### src/rtl/dbuf_pkg.sv
package dbuf_pkg;
  typedef enum logic [1:0] {
    ADDR_HELD = 2'd0,
    ADDR_ACT  = 2'd1,
    ADDR_CTRL = 2'd2,
    ADDR_RSVD = 2'd3
  } dbuf_addr_e;

  localparam int CTRL_PEND_BIT = 0;
  localparam int CTRL_BYP_BIT  = 1;
endpackage

### src/rtl/dbuf_bus_if.sv
module dbuf_bus_if
  import dbuf_pkg::*;
#(
  parameter int DATA_W = 32
) (
  input  logic              clk_i,
  input  logic              rst_ni,
  input  logic              req_i,
  input  logic              we_i,
  input  logic [1:0]        addr_i,
  input  logic              byp_wbit_i,
  input  logic [DATA_W-1:0] held_i,
  input  logic [DATA_W-1:0] act_i,
  input  logic              pend_i,
  output logic              held_wr_o,
  output logic              byp_o,
  output logic [DATA_W-1:0] rdata_o
);
  logic              byp_q;
  logic [DATA_W-1:0] rdata_q;
  logic [DATA_W-1:0] rmux;
  logic              ctrl_wr;
  logic              rd;

  assign held_wr_o = req_i && we_i && (addr_i == ADDR_HELD);
  assign ctrl_wr   = req_i && we_i && (addr_i == ADDR_CTRL);
  assign rd        = req_i && !we_i;

  always_comb begin
    rmux = '0;
    case (addr_i)
      ADDR_HELD: rmux = held_i;
      ADDR_ACT:  rmux = act_i;
      ADDR_CTRL: begin
        rmux[CTRL_PEND_BIT] = pend_i;
        rmux[CTRL_BYP_BIT]  = byp_q;
      end
      default:   rmux = '0;
    endcase
  end

  always_ff @(posedge clk_i or negedge rst_ni) begin
    if (!rst_ni) begin
      byp_q   <= 1'b0;
      rdata_q <= '0;
    end else begin
      if (ctrl_wr) byp_q <= byp_wbit_i;
      if (rd) rdata_q <= rmux;
    end
  end

  assign byp_o   = byp_q;
  assign rdata_o = rdata_q;

  assert_held_readback_R6: assert property (@(posedge clk_i) disable iff (!rst_ni)
    (rd && addr_i == ADDR_HELD) |=> rdata_o == $past(held_i));

  assert_act_readback_R7: assert property (@(posedge clk_i) disable iff (!rst_ni)
    (rd && addr_i == ADDR_ACT) |=> rdata_o == $past(act_i));

  assert_ctrl_upper_zero_R8: assert property (@(posedge clk_i) disable iff (!rst_ni)
    (rd && addr_i == ADDR_CTRL) |=> rdata_o[DATA_W-1:2] == '0);
endmodule

### src/rtl/dbuf_hold.sv
module dbuf_hold #(
  parameter int                DATA_W    = 32,
  parameter logic [DATA_W-1:0] RESET_VAL = '0
) (
  input  logic              clk_i,
  input  logic              rst_ni,
  input  logic              wr_i,
  input  logic [DATA_W-1:0] wdata_i,
  input  logic              byp_i,
  input  logic              xfer_i,
  output logic [DATA_W-1:0] held_o,
  output logic              pend_o
);
  logic [DATA_W-1:0] held_q;
  logic              pend_q;

  always_ff @(posedge clk_i or negedge rst_ni) begin
    if (!rst_ni) begin
      held_q <= RESET_VAL;
      pend_q <= 1'b0;
    end else begin
      if (wr_i) held_q <= wdata_i;
      // new write wins over a transfer of the older word
      if (wr_i)        pend_q <= !byp_i;
      else if (xfer_i) pend_q <= 1'b0;
    end
  end

  assign held_o = held_q;
  assign pend_o = pend_q;

  assert_write_held_R5: assert property (@(posedge clk_i) disable iff (!rst_ni)
    (wr_i && !byp_i) |=> (pend_o && held_o == $past(wdata_i)));

  assert_pend_clears_R3: assert property (@(posedge clk_i) disable iff (!rst_ni)
    (xfer_i && !wr_i) |=> !pend_o);

  assert_byp_no_pend_R9: assert property (@(posedge clk_i) disable iff (!rst_ni)
    (wr_i && byp_i) |=> !pend_o);
endmodule

### src/rtl/dbuf_active.sv
module dbuf_active #(
  parameter int                DATA_W    = 32,
  parameter logic [DATA_W-1:0] RESET_VAL = '0
) (
  input  logic              clk_i,
  input  logic              rst_ni,
  input  logic              pend_i,
  input  logic              busy_i,
  input  logic              done_i,
  input  logic [DATA_W-1:0] held_i,
  input  logic              byp_wr_i,
  input  logic [DATA_W-1:0] wdata_i,
  output logic              xfer_o,
  output logic [DATA_W-1:0] active_o
);
  logic [DATA_W-1:0] active_q;

  assign xfer_o = pend_i && (done_i || !busy_i);

  always_ff @(posedge clk_i or negedge rst_ni) begin
    if (!rst_ni)       active_q <= RESET_VAL;
    else if (byp_wr_i) active_q <= wdata_i;
    else if (xfer_o)   active_q <= held_i;
  end

  assign active_o = active_q;

  assert_stable_no_xfer_R2: assert property (@(posedge clk_i) disable iff (!rst_ni)
    (!xfer_o && !byp_wr_i) |=> $stable(active_o));

  assert_xfer_copies_R3: assert property (@(posedge clk_i) disable iff (!rst_ni)
    (xfer_o && !byp_wr_i) |=> active_o == $past(held_i));

  assert_bypass_direct_R9: assert property (@(posedge clk_i) disable iff (!rst_ni)
    byp_wr_i |=> active_o == $past(wdata_i));

  assert_idle_no_wait_R4: assert property (@(posedge clk_i) disable iff (!rst_ni)
    (pend_i && !busy_i && !byp_wr_i) |=> active_o == $past(held_i));
endmodule

### src/rtl/dbuf_ctrl_reg.sv
module dbuf_ctrl_reg
  import dbuf_pkg::*;
#(
  parameter int                DATA_W    = 32,
  parameter logic [DATA_W-1:0] RESET_VAL = 32'h0000_00A5
) (
  input  logic              clk_i,
  input  logic              rst_ni,
  input  logic              cpu_req_i,
  input  logic              cpu_we_i,
  input  logic [1:0]        cpu_addr_i,
  input  logic [DATA_W-1:0] cpu_wdata_i,
  output logic [DATA_W-1:0] cpu_rdata_o,
  input  logic              eng_busy_i,
  input  logic              eng_done_i,
  output logic [DATA_W-1:0] eng_active_o
);
  logic              held_wr;
  logic              byp;
  logic              pend;
  logic              xfer;
  logic [DATA_W-1:0] held;
  logic [DATA_W-1:0] active;

  dbuf_bus_if #(.DATA_W(DATA_W)) i_bus (
    .clk_i      (clk_i),
    .rst_ni     (rst_ni),
    .req_i      (cpu_req_i),
    .we_i       (cpu_we_i),
    .addr_i     (cpu_addr_i),
    .byp_wbit_i (cpu_wdata_i[CTRL_BYP_BIT]),
    .held_i     (held),
    .act_i      (active),
    .pend_i     (pend),
    .held_wr_o  (held_wr),
    .byp_o      (byp),
    .rdata_o    (cpu_rdata_o)
  );

  dbuf_hold #(.DATA_W(DATA_W), .RESET_VAL(RESET_VAL)) i_hold (
    .clk_i   (clk_i),
    .rst_ni  (rst_ni),
    .wr_i    (held_wr),
    .wdata_i (cpu_wdata_i),
    .byp_i   (byp),
    .xfer_i  (xfer),
    .held_o  (held),
    .pend_o  (pend)
  );

  dbuf_active #(.DATA_W(DATA_W), .RESET_VAL(RESET_VAL)) i_active (
    .clk_i    (clk_i),
    .rst_ni   (rst_ni),
    .pend_i   (pend),
    .busy_i   (eng_busy_i),
    .done_i   (eng_done_i),
    .held_i   (held),
    .byp_wr_i (held_wr && byp),
    .wdata_i  (cpu_wdata_i),
    .xfer_o   (xfer),
    .active_o (active)
  );

  assign eng_active_o = active;

  assert_done_idle_noop_R11: assert property (@(posedge clk_i) disable iff (!rst_ni)
    (!pend && !(cpu_req_i && cpu_we_i)) |=> $stable(eng_active_o));

  assert_coincident_write_R10: assert property (@(posedge clk_i) disable iff (!rst_ni)
    (pend && eng_done_i && held_wr && !byp) |=> (pend && eng_active_o == $past(held)));
endmodule

### config.mk
export PLATFORM = sky130hd
export DESIGN_NAME = dbuf_ctrl_reg
export DESIGN_NICKNAME = d
export VERILOG_FILES = /design/src/rtl/dbuf_pkg.sv /design/src/rtl/dbuf_bus_if.sv /design/src/rtl/dbuf_hold.sv /design/src/rtl/dbuf_active.sv /design/src/rtl/dbuf_ctrl_reg.sv
export SDC_FILE = /design/constraint.sdc
export NUM_CORES = 1
export LEC_CHECK = 0
export BUFFER_PORTS_ARGS = -buffer_cell sky130_fd_sc_hd__buf_4
export CORE_MARGIN = 10
export CORE_UTILIZATION = 45
export CTS_BUF_LIST = sky130_fd_sc_hd__clkbuf_16
export CTS_CLUSTER_DIAMETER = 150
export DETAILED_ROUTE_END_ITERATION = 10
export PLACE_DENSITY = 0.68
export SLEW_MARGIN = 5
export SYNTH_ARGS = -nofsm -noshare
export SYNTH_HDL_FRONTEND = slang
export SYNTH_SLANG_ARGS = --single-unit
### constraint.sdc
create_clock -name clk_i -period 1.7 [get_ports clk_i]
set_clock_uncertainty 0.2 [all_clocks]
set_input_delay 0.34 -clock clk_i [delete_from_list [all_inputs] [get_ports clk_i]]
set_output_delay 0.34 -clock clk_i [all_outputs]
set_load 0.02 [all_outputs]
==> flow_summary_export.csv <==
group,metric,value,unit
critical_path,critical_path_class,"reg2out",
power_and_ir_drop,sw_frac_of_total,34.25,%
critical_path,critPathBufInv,1,
power_and_ir_drop,p_leak,2.713,nW
route,drt-vias-per-instance,5.542,
critical_path,worstPathRequired,1160,ps
floorplanning,die_area,14140,um^2
power_and_ir_drop,p_per_area,1272,nW/um^2
timing,hold_viol_final,0,
timing,fmax,635.6,MHz
power_and_ir_drop,total_power,7.259,mW
global_routing,grt_overflow,0,
flow_run,cap_violations,0,
synthesis,syn_nets,516,
route,vias,3935,
synthesis,synth_edf_count,0,
critical_path,regToRegEndpoint,"i_active.active_o[14]",
global_routing,grt_pass1_vias,4039,
global_routing,grtUsageTotal,18.55,%
timing,rsz0062_at_grt,"false",
critical_path,reg2reg_depth,3,
synthesis,synth_flop_cell,"dfrtp_1",
cells_and_area,fin_util,59.18,%
hold_path,hp-class,"in2reg",
route,antenna_left,0,
critical_path,path_delay_family,"flip-flops",
cts,cts_root_buf,"clkbuf_16",
cts,cts_buffer_depth,2,
power_and_ir_drop,p_clk_share,25.7,%
route,drtPass1Iterations,5,
critical_path,cp-start-kind,"flip-flop",
hold_path,hp-start,"cpu_wdata_i[22]",
placement,hpwl,8947,um
synthesis,yosys_register_bits,98,
critical_path,cp_max_fo,3,
global_routing,grt_start_max_net_pins,51,
power_and_ir_drop,sequentialPowerShare,45.2,%
route,drc,0,
cells_and_area,drive_above_1_share,26.00,%
status,status,"completed",
synthesis,yosysSeqAreaShare,55.92,%
critical_path,crit_chain,"buf_4",
hold_path,min_to,"i_hold.held_o[22]",
cells_and_area,nets,612,
timing,worstMarginPinSlew,538.6,ps
critical_path,worstSetupEndpointType,"output pin",
floorplanning,core-area,9639,um^2
synthesis,async_flop_share,100.0,%
global_routing,grt_pass1_wl,21690,um
critical_path,cp.arrival,1030,ps
synthesis,ys_warn_count,0,
critical_path,cpMaxStageDelayCell,"dfstp_2",
route,wl,13060,um
timing,setup_ws,126.7,ps
cells_and_area,num_antenna_cells,0,
timing,min_period_over_period,92.54,%
timing,hold_ws,7.577,ps
cts,cts_buffers,9,
synthesis,yosys-top-cells-area,"dfrtp_1 51%, nand2_1 11%, mux2i_1 7.3%",
synthesis,syn_area,4403,um^2
timing,slew_headroom,64.04,%
cells_and_area,area_delta_synth_final,29.55,%
timing,tns,0,ps
placement,pre_cts_slack,92.96,ps
synthesis,synthDistinctLibCells,23,
synthesis,synth_top_area_share,51.15,%
synthesis,syn_area_per_cell,9.250,um^2
cells_and_area,fillCellCount,859,
floorplanning,fp.dieH,118.9,um
cts,cts_tree,"yes",
timing,maxSlewViolCount,0,
synthesis,synthTopCellsByCount,"129 x nand2_1, 90 x dfrtp_1, 33 x o21ai_1",
route,wire_per_inst,18.40,um
global_routing,antenna_found_initial,0,
cts,path_clk_slew,70,ps
route,drt_iter0_markers,323,
cts,cts_setup_buffers,0,
power_and_ir_drop,ir_drop,0.6708,mV
power_and_ir_drop,internal-power,4.772,mW
placement,place_congestion,0.8071,
floorplanning,rows,36,
cts,clock_latency,340,ps
synthesis,yosysMostFrequentCell,"nand2_1",
timing,setup_viol,0,
critical_path,regToRegStartpoint,"i_hold.pend_o",
cts,h-tree-depth,3,
synthesis,synthCells,476,
critical_path,cpPeakStageDelay,560,ps
synthesis,synth_area_leader_cell,"dfrtp_1",
timing,period_needed,1573,ps
critical_path,ff2ff_setup_slack,170,ps
floorplanning,fp.dieW,118.9,um
placement,io_buffers,103,
floorplanning,boundaryPins,104,
floorplanning,initial_utilization,45.68,%
power_and_ir_drop,pwr-share-comb,29.1,%
cts,clock-sinks,98,
hold_path,hold_depth,3,
power_and_ir_drop,p_sw,2.486,mW
## sequential cells by signal, indices dropped and copies added, names as in the netlist
name	flops
i_active.active_o	32
i_bus.rdata_o	32
i_hold.held_o	32
i_bus.byp_o	1
i_hold.pend_o	1
## power groups by stage
stage	logic (mW)	clock network [mW]	registers (mW)
after global routing	2.31	2.01	3.35
final	2.11	1.86	3.28
after CTS	2.14	1.90	3.28
after global placement	2.09	0	3.30
after detailed placement	2.13	0	3.31
after floorplan	0.705	0	3.66
## area by class of cell
cell class,instances,area [um^2],share of cell area (%)
clock buffer,9,225.2,3.948
clock inverter,7,46.29,0.8116
inverter,2,7.507,0.1316
multi-input combinational,335,1770,31.04
sequential,98,2462,43.17
tap,133,166.4,2.917
timing repair buffer,126,1026,17.99
## placed cells by master (no fill, tap or decap)
cell / n
a21oi_1: 2
a2bb2oi_1: 2
a31oi_1: 32
and4b_1: 1
and4bb_1: 1
buf_12: 6
buf_4: 118
clkbuf_16: 9
clkinv_1: 2
clkinv_4: 3
dfrtp_1: 90
dfstp_2: 8
dlygate4sd3_1: 2
inv_1: 2
inv_2: 1
inv_6: 1
mux2i_1: 32
nand2_1: 129
nand2_2: 1
nand2b_1: 1
nand2b_2: 1
nand3_1: 32
nand4bb_4: 1
nor2b_1: 1
nor2b_2: 1
nor3_1: 32
o21ai_0: 32
o21ai_1: 33
or2_1: 1
## layer usage
metal	GRT usage, %	vias to the layer above	part of all wire (%)
li1	-	1837	-
met2	28.82	195	47
met1	24.66	1889	44
met3	5.291	14	8.1
met5	0	-	0
met4	5.496	0	1.2
## stage by stage
step | std cells | instance area [um^2]
after floorplan | 476 | 4403
after global placement | 692 | 5413
after detailed placement | 692 | 5413
after CTS | 710 | 5704
after global routing | 710 | 5704
final | 710 | 5704
## cell families after synthesis
kind of cell    Yosys count  share of synthesized area (%)
simple gates            202                          19.89
buf+inv                  43                          4.348
mux                      32                          7.275
compound gates          101                          12.56
flops                    98                          55.92
## timing repair
item,in CTS,in global routing
hold buffers,2,0
endpoints found under the hold margin,47,0
gates resized for setup,0,0
## worst max-delay path by stage
stage / startpoint / to / cells after the start
final: i_active.active_o[0] / eng_active_o[0] / 1
after global routing: i_hold.pend_o / i_active.active_o[20] / 3
after CTS: i_active.active_o[0] / eng_active_o[0] / 1
after detailed placement: cpu_addr_i[1] / i_active.active_o[21] / 5
after global placement: cpu_addr_i[1] / i_hold.pend_o / 5
after floorplan: cpu_addr_i[0] / i_active.active_o[2] / 6
(Power assumes the default switching activity.)
